File: config.mk
export PLATFORM = sky130hd
export DESIGN_NAME = priority_xbar
export DESIGN_NICKNAME = d
export VERILOG_FILES = /design/src/rtl/xbar_pkg.sv /design/src/rtl/xbar_placer.sv /design/src/rtl/xbar_pin_drive.sv /design/src/rtl/xbar_in_route.sv /design/src/rtl/priority_xbar.sv
export SDC_FILE = /design/constraint.sdc
export NUM_CORES = 1
export LEC_CHECK = 0
export BUFFER_PORTS_ARGS = -buffer_cell sky130_fd_sc_hd__buf_4
export CAP_MARGIN = 10
export CORE_ASPECT_RATIO = 1.75
export CORE_UTILIZATION = 45
export CTS_BUF_LIST = sky130_fd_sc_hd__clkbuf_4 sky130_fd_sc_hd__clkbuf_8
export CTS_CLUSTER_DIAMETER = 80
export DETAILED_ROUTE_END_ITERATION = 6
export MAX_ROUTING_LAYER = met4
export PLACE_DENSITY = 0.66
export REMOVE_ABC_BUFFERS = 1
export SETUP_SLACK_MARGIN = 0.4
export SLEW_MARGIN = 30
export SYNTH_ARGS = -nofsm -noshare
export SYNTH_HDL_FRONTEND = slang
export SYNTH_SLANG_ARGS = --single-unit
File: constraint.sdc
create_clock -name clk -period 5 [get_ports clk]
set_clock_uncertainty 0.1 [all_clocks]
set_input_delay 0 -clock clk [delete_from_list [all_inputs] [get_ports clk]]
set_output_delay 0 -clock clk [all_outputs]
set_load 0.02 [all_outputs]
File: src/rtl/xbar_pkg.sv
package xbar_pkg;
  localparam int NUM_FN  = 4;
  localparam int NUM_SIG = 6;
  localparam int SIG_W   = $clog2(NUM_SIG);

  // signal 1 (serial receive) and signal 5 (capture) are inputs
  localparam logic [NUM_SIG-1:0] SIG_IS_IN = 6'b100010;
  // idle level read by an unplaced signal
  localparam logic [NUM_SIG-1:0] SIG_IDLE  = 6'b000010;

  // owning function of each signal, in placement order
  function automatic int unsigned sig_fn(input int unsigned s);
    case (s)
      0, 1:    return 0;
      2, 3:    return 1;
      4:       return 2;
      default: return 3;
    endcase
  endfunction
endpackage

File: src/rtl/xbar_placer.sv
module xbar_placer
  import xbar_pkg::*;
#(
  parameter int NUM_PINS = 16,
  localparam int PIN_W = $clog2(NUM_PINS)
) (
  input  logic [NUM_FN-1:0]         fn_en,
  input  logic [NUM_PINS-1:0]       skip_en,
  output logic [NUM_SIG-1:0]        placed,
  output logic [NUM_SIG*PIN_W-1:0]  pins,
  output logic [NUM_PINS*SIG_W-1:0] owner,
  output logic [NUM_PINS-1:0]       claimed,
  output logic                      ovf
);
  logic [NUM_PINS-1:0] used;
  logic                found;

  always_comb begin
    used    = skip_en;
    placed  = '0;
    pins    = '0;
    owner   = '0;
    claimed = '0;
    ovf     = 1'b0;
    found   = 1'b0;
    for (int s = 0; s < NUM_SIG; s++) begin
      if (fn_en[sig_fn(s)]) begin
        found = 1'b0;
        for (int p = 0; p < NUM_PINS; p++) begin
          if (!found && !used[p]) begin
            found                    = 1'b1;
            used[p]                  = 1'b1;
            claimed[p]               = 1'b1;
            placed[s]                = 1'b1;
            pins[s*PIN_W +: PIN_W]   = PIN_W'(p);
            owner[p*SIG_W +: SIG_W]  = SIG_W'(s);
          end
        end
        if (!found) ovf = 1'b1;
      end
    end
  end
endmodule

File: src/rtl/xbar_pin_drive.sv
module xbar_pin_drive
  import xbar_pkg::*;
#(
  parameter int NUM_PINS = 16
) (
  input  logic                      clk,
  input  logic                      rst,
  input  logic [NUM_PINS-1:0]       claimed,
  input  logic [NUM_PINS*SIG_W-1:0] owner,
  input  logic [NUM_SIG-1:0]        per_out,
  input  logic [NUM_SIG-1:0]        per_oe,
  input  logic [NUM_PINS-1:0]       gpio_out,
  input  logic [NUM_PINS-1:0]       gpio_dir,
  output logic [NUM_PINS-1:0]       pin_out,
  output logic [NUM_PINS-1:0]       pin_oe
);
  for (genvar p = 0; p < NUM_PINS; p++) begin : g_pin
    logic [SIG_W-1:0] own;
    assign own = owner[p*SIG_W +: SIG_W];

    always_ff @(posedge clk) begin
      if (rst) begin
        pin_out[p] <= 1'b0;
        pin_oe[p]  <= 1'b0;
      end else if (claimed[p]) begin
        if (SIG_IS_IN[own]) begin
          pin_out[p] <= 1'b0;
          pin_oe[p]  <= 1'b0;
        end else begin
          pin_out[p] <= per_out[own];
          pin_oe[p]  <= per_oe[own];
        end
      end else begin
        pin_out[p] <= gpio_out[p];
        pin_oe[p]  <= gpio_dir[p];
      end
    end
  end
endmodule

File: src/rtl/xbar_in_route.sv
module xbar_in_route
  import xbar_pkg::*;
#(
  parameter int NUM_PINS = 16,
  localparam int PIN_W = $clog2(NUM_PINS)
) (
  input  logic                     clk,
  input  logic                     rst,
  input  logic [NUM_SIG-1:0]       placed,
  input  logic [NUM_SIG*PIN_W-1:0] pins,
  input  logic [NUM_PINS-1:0]      pin_in,
  output logic [NUM_SIG-1:0]       per_in
);
  for (genvar s = 0; s < NUM_SIG; s++) begin : g_sig
    logic [PIN_W-1:0] src;
    assign src = pins[s*PIN_W +: PIN_W];

    always_ff @(posedge clk) begin
      if (rst)            per_in[s] <= SIG_IDLE[s];
      else if (placed[s]) per_in[s] <= pin_in[src];
      else                per_in[s] <= SIG_IDLE[s];
    end
  end
endmodule

File: src/rtl/priority_xbar.sv
module priority_xbar
  import xbar_pkg::*;
#(
  parameter int NUM_PINS = 16,
  localparam int PIN_W = $clog2(NUM_PINS)
) (
  input  logic                     clk,
  input  logic                     rst,
  input  logic [NUM_FN-1:0]        fn_en,
  input  logic [NUM_PINS-1:0]      skip_en,
  input  logic [NUM_SIG-1:0]       per_out,
  input  logic [NUM_SIG-1:0]       per_oe,
  input  logic [NUM_PINS-1:0]      gpio_out,
  input  logic [NUM_PINS-1:0]      gpio_dir,
  input  logic [NUM_PINS-1:0]      pin_in,
  output logic [NUM_PINS-1:0]      pin_out,
  output logic [NUM_PINS-1:0]      pin_oe,
  output logic [NUM_PINS-1:0]      pin_claimed,
  output logic [NUM_SIG-1:0]       per_in,
  output logic [NUM_SIG*PIN_W-1:0] sig_pin,
  output logic [NUM_SIG-1:0]       sig_placed,
  output logic                     overflow
);
  logic [NUM_SIG-1:0]        placed_d,  placed_q;
  logic [NUM_SIG*PIN_W-1:0]  pins_d,    pins_q;
  logic [NUM_PINS*SIG_W-1:0] owner_d,   owner_q;
  logic [NUM_PINS-1:0]       claimed_d, claimed_q;
  logic                      ovf_d,     ovf_q;

  xbar_placer #(.NUM_PINS(NUM_PINS)) u_placer (
    .fn_en   (fn_en),
    .skip_en (skip_en),
    .placed  (placed_d),
    .pins    (pins_d),
    .owner   (owner_d),
    .claimed (claimed_d),
    .ovf     (ovf_d)
  );

  // map register: a new map is in force one clock after a config change
  always_ff @(posedge clk) begin
    if (rst) begin
      placed_q  <= '0;
      pins_q    <= '0;
      owner_q   <= '0;
      claimed_q <= '0;
      ovf_q     <= 1'b0;
    end else begin
      placed_q  <= placed_d;
      pins_q    <= pins_d;
      owner_q   <= owner_d;
      claimed_q <= claimed_d;
      ovf_q     <= ovf_d;
    end
  end

  xbar_pin_drive #(.NUM_PINS(NUM_PINS)) u_drive (
    .clk      (clk),
    .rst      (rst),
    .claimed  (claimed_q),
    .owner    (owner_q),
    .per_out  (per_out),
    .per_oe   (per_oe),
    .gpio_out (gpio_out),
    .gpio_dir (gpio_dir),
    .pin_out  (pin_out),
    .pin_oe   (pin_oe)
  );

  xbar_in_route #(.NUM_PINS(NUM_PINS)) u_route (
    .clk    (clk),
    .rst    (rst),
    .placed (placed_q),
    .pins   (pins_q),
    .pin_in (pin_in),
    .per_in (per_in)
  );

  assign pin_claimed = claimed_q;
  assign sig_pin     = pins_q;
  assign sig_placed  = placed_q;
  assign overflow    = ovf_q;
endmodule

==> summary.md <==
| Metric | Value |
|---|---|
| Met3 Use GR | under 10% |
| CTS tree | done |
| Worst hold slack | 0.1077 ns |
| Cell Area, Synth | approximately 10,000 um^2 |
| DP Area | 11,790 um^2 |
| Via-per-instance ratio | ~6.2 |
| Critical path buffer and inverter count | 4 |
| Sequential-to-total area share from yosys stat | 28.72% |
| Fmax achieved | approximately 0.23 GHz |
| Clock sink count | between 100 and 150 |
| Largest net degree at the start of global routing | 62 |
| Die Wd | 116.8 um |
| Worst path arrival time | 4.71 ns |
| Row count | 73 |
| Power density over the cells | 237.3 nW/um^2 |
| Relative slew slack | about a third |
| Peak VDD IR | roughly 180 uV |
| Crit path launch type | primary input |
| Syn. warnings | 0 |
| Gpl congestion | ~1.0 |
| Synth Area in Simple Gates | 22.18% |
| Total die area | 23,720 um^2 |
| Critical-path cell list | dlygate4sd3_1 > buf_4 > clkinvlp_4 > buf_4 > o22ai_4 > o221ai_2 > o21ai_2 > nand3_1 > or3_1 > maj3_2 > a221o_1 > a211oi_4 > a21oi_1 > o32ai_2 > and2_1 |
| Critical path depth | 15 |
| Routing usage on met1 | 37.90% |
| Most common cell after layout, fill and taps aside | nor2_1 |
| Final hold viol count | 0 |
| Mux share of post-synthesis cell area | 23.11% |
| Iter 0 DRT Violations | 1,083 |
| Final setup violation count | 0 |
| Critical Path RT | roughly 5.3 ns |
| Hold_sp | fn_en[1] |
| Gr busiest metal | met2 |
| WL per Instance | ~22 um |
| Worst r2r path cells | 3 |
| Top Ports | roughly 170 |
| Critical path peak fanout | 36 |
| Async set-or-reset flop fraction in the synthesized netlist | 0% |
| Max_cap viols | 0 |
| First-pass GRT wire length | 58,510 um |
| Post-synthesis register bit count | 149 |
| Commonest cells after routing, fill and taps aside | nor2_1, buf_4, dfxtp_1 |
| Initial antenna violation count | 0 |
| Total routed wirelength | 37,950 um |
| Port bufs | ~170 |
| H-tree levels | 4 |
| Residual DRC | 0 |
| Slowest stage delay, CP | 0.55 ns |
| Placed cell count | 1,607 |
| Top delay family on crit path | compound AO/OA/AOI/OAI gates |
| Core ar. | 22,650 um^2 |
| Clock buffer depth | 2 |
| Total gr overflow | 0 |
| Reg clk slew, reported paths | 0.08 ns |
| Nets | around 1,500 |
| Post-synthesis compound-gate area fraction | 19.11% |
| Final Critical Period | 4.368 ns |
| Slowest-stage cell, CP | or3_1 |
| Most frequent cell on the critical path | buf_4 |
| Cell variety after synth | 95 |
| Vias in the first global route | 10,340 |
| Post-synth EDFFs | 0 |
| Setup TNS | 0 ns |
| Die height | 203.0 um |
| Worst-Margin Slew | 1.024 ns |
| Worst-Skew Late Latency | 0.49 ns |
| RSZ-0062 raised after global routing | false |
| Syn_area_per_cell | about 8.7 um^2 |
| Global-route usage over all layers | 34.02% |
| Hold WC Path Type | in -> reg |
| DRT Pass-1 Iters | 7 |
| Period utilisation layout | 87.36% |
| Via count | 10,620 |
| Number of CTS-inserted buffers | 17 |
| Crit path launch | fn_en[0] |
| Crit end category | flip-flop |
| # fillers | 2,117 |
| Post-synth top flop | dfxtp_1 |
| Setup ws final | 0.6320 ns |
| Adder-cell share of the synthesized area | around 1.4% |
| Syn Inst Count | 1,200 |
| Design Area, Final | 13,020 um^2 |
| Post-route ant nets | 0 |
| Critical path class | in -> reg |
| Worst reg2reg path startpoint | sig_pin[4] |
| Clock root buffer | clkbuf_8 |
| Area Overhead vs Synth | 25.36% |
| Final Max Slew Viols | 0 |
| Status | finished clean |
| Placed wire-length estimate | 28,380 um |
| FF-to-FF End | u_route.per_in[1] |
| Static leakage | between 4 and 5 nW |
| Starting density of the core | ~46% |
| R2r setup slk | 2.75 ns |
| Post-Layout Cell Count | 1,723 |
| Met2 usage | 56.23% |
| Share of layout cells above drive strength 1 | 23.35% |
| XOR/XNOR share of the synthesized area | 1.349% |
| Largest family of logic cells by synthesized area | multiplexers |
| Placement Setup Slack | ~0.6 ns |
-- power by group --
group	switching, mW	internal, mW
combinational	0.476	0.369
clock	0.477	0.481
sequential	0.0489	1.24
total	1.00	2.09
-- synthesized netlist by cell type, drive strengths merged (13+ instances only) --
cell type  number  area share [%]
nand2          93             3.4
mux2i          98             9.4
dfxtp         149              29
a21o           13            0.94
a21oi          73             3.5
and3           13            0.78
and2           18             1.1
maj3           14             1.4
a211oi         15             1.4
clkbuf         50             1.8
nand3          23             1.1
or2            15            0.90
nor2          212             7.7
a31oi          27             1.6
buf            31             1.9
mux4           62              13
nor3           43             2.2
o21ai          36             1.8
-- per-layer routing --
metal  routed length, um  vias to the layer above
li1                    -                     4914
met1               14530                     5113
met2               19180                      486
met3                1958                      105
met4                2278                        0
met5                   0                        -
-- metrics by stage --
step                      util [%]  power (mW)
final                        57.48       3.089
after global routing         57.47       3.221
after CTS                    57.37       3.086
after detailed placement     52.03       2.089
after global placement       52.02       2.087
after floorplan                  -       1.740
-- kinds of logic after synthesis --
| kind of cell | count (synthesis) |
|---|---|
| muxes | 162 |
| xor gates and xnor gates | 16 |
| adders and majority gates | 14 |
| AOI/OAI and AO/OA | 279 |
| buffers and inverters | 92 |
| DFF | 149 |
| and+or+nand+nor | 488 |
-- worst register-to-register path: stages (launching register included) --
cell and delay, ns:
dfxtp_1 0.55, mux4_2 0.55, mux4_2 0.49, or3b_2 0.44
-- repair_timing --
action / CTS / global route
resized for setup: 0 / 2
setup endpoints to repair: 0 / 4
hold endpoints to repair: 112 / 0
setup buffers: 0 / 2
hold buffers: 81 / 0
-- worst min path at each step --
stage	slack, ns	end	cells after the start
6_report	0.11	owner_q[16]	3
5_1_grt	0.11	owner_q[16]	3
4_1_cts	0.05	pin_claimed[7]	4
3_5_place_dp	0.14	u_drive.pin_out[15]	3
3_3_place_gp	0.13	u_drive.pin_oe[2]	3
2_1_floorplan	-0.03	pin_claimed[7]	1
-- layout make-up --
class	count	area, um^2	share of cell area (%)
Inverter	11	47.55	0.3652
Sequential cell	149	2983	22.91
Multi-Input combinational cell	959	6975	53.57
Antenna cell	1	2.502	0.01922
Timing Repair Buffer	271	2237	17.18
Clock buffer	21	276.5	2.124
Clock inverter	11	122.6	0.9418
Tap cell	300	375.4	2.883
No activity file was read; power rests on OpenSTA's default activity.
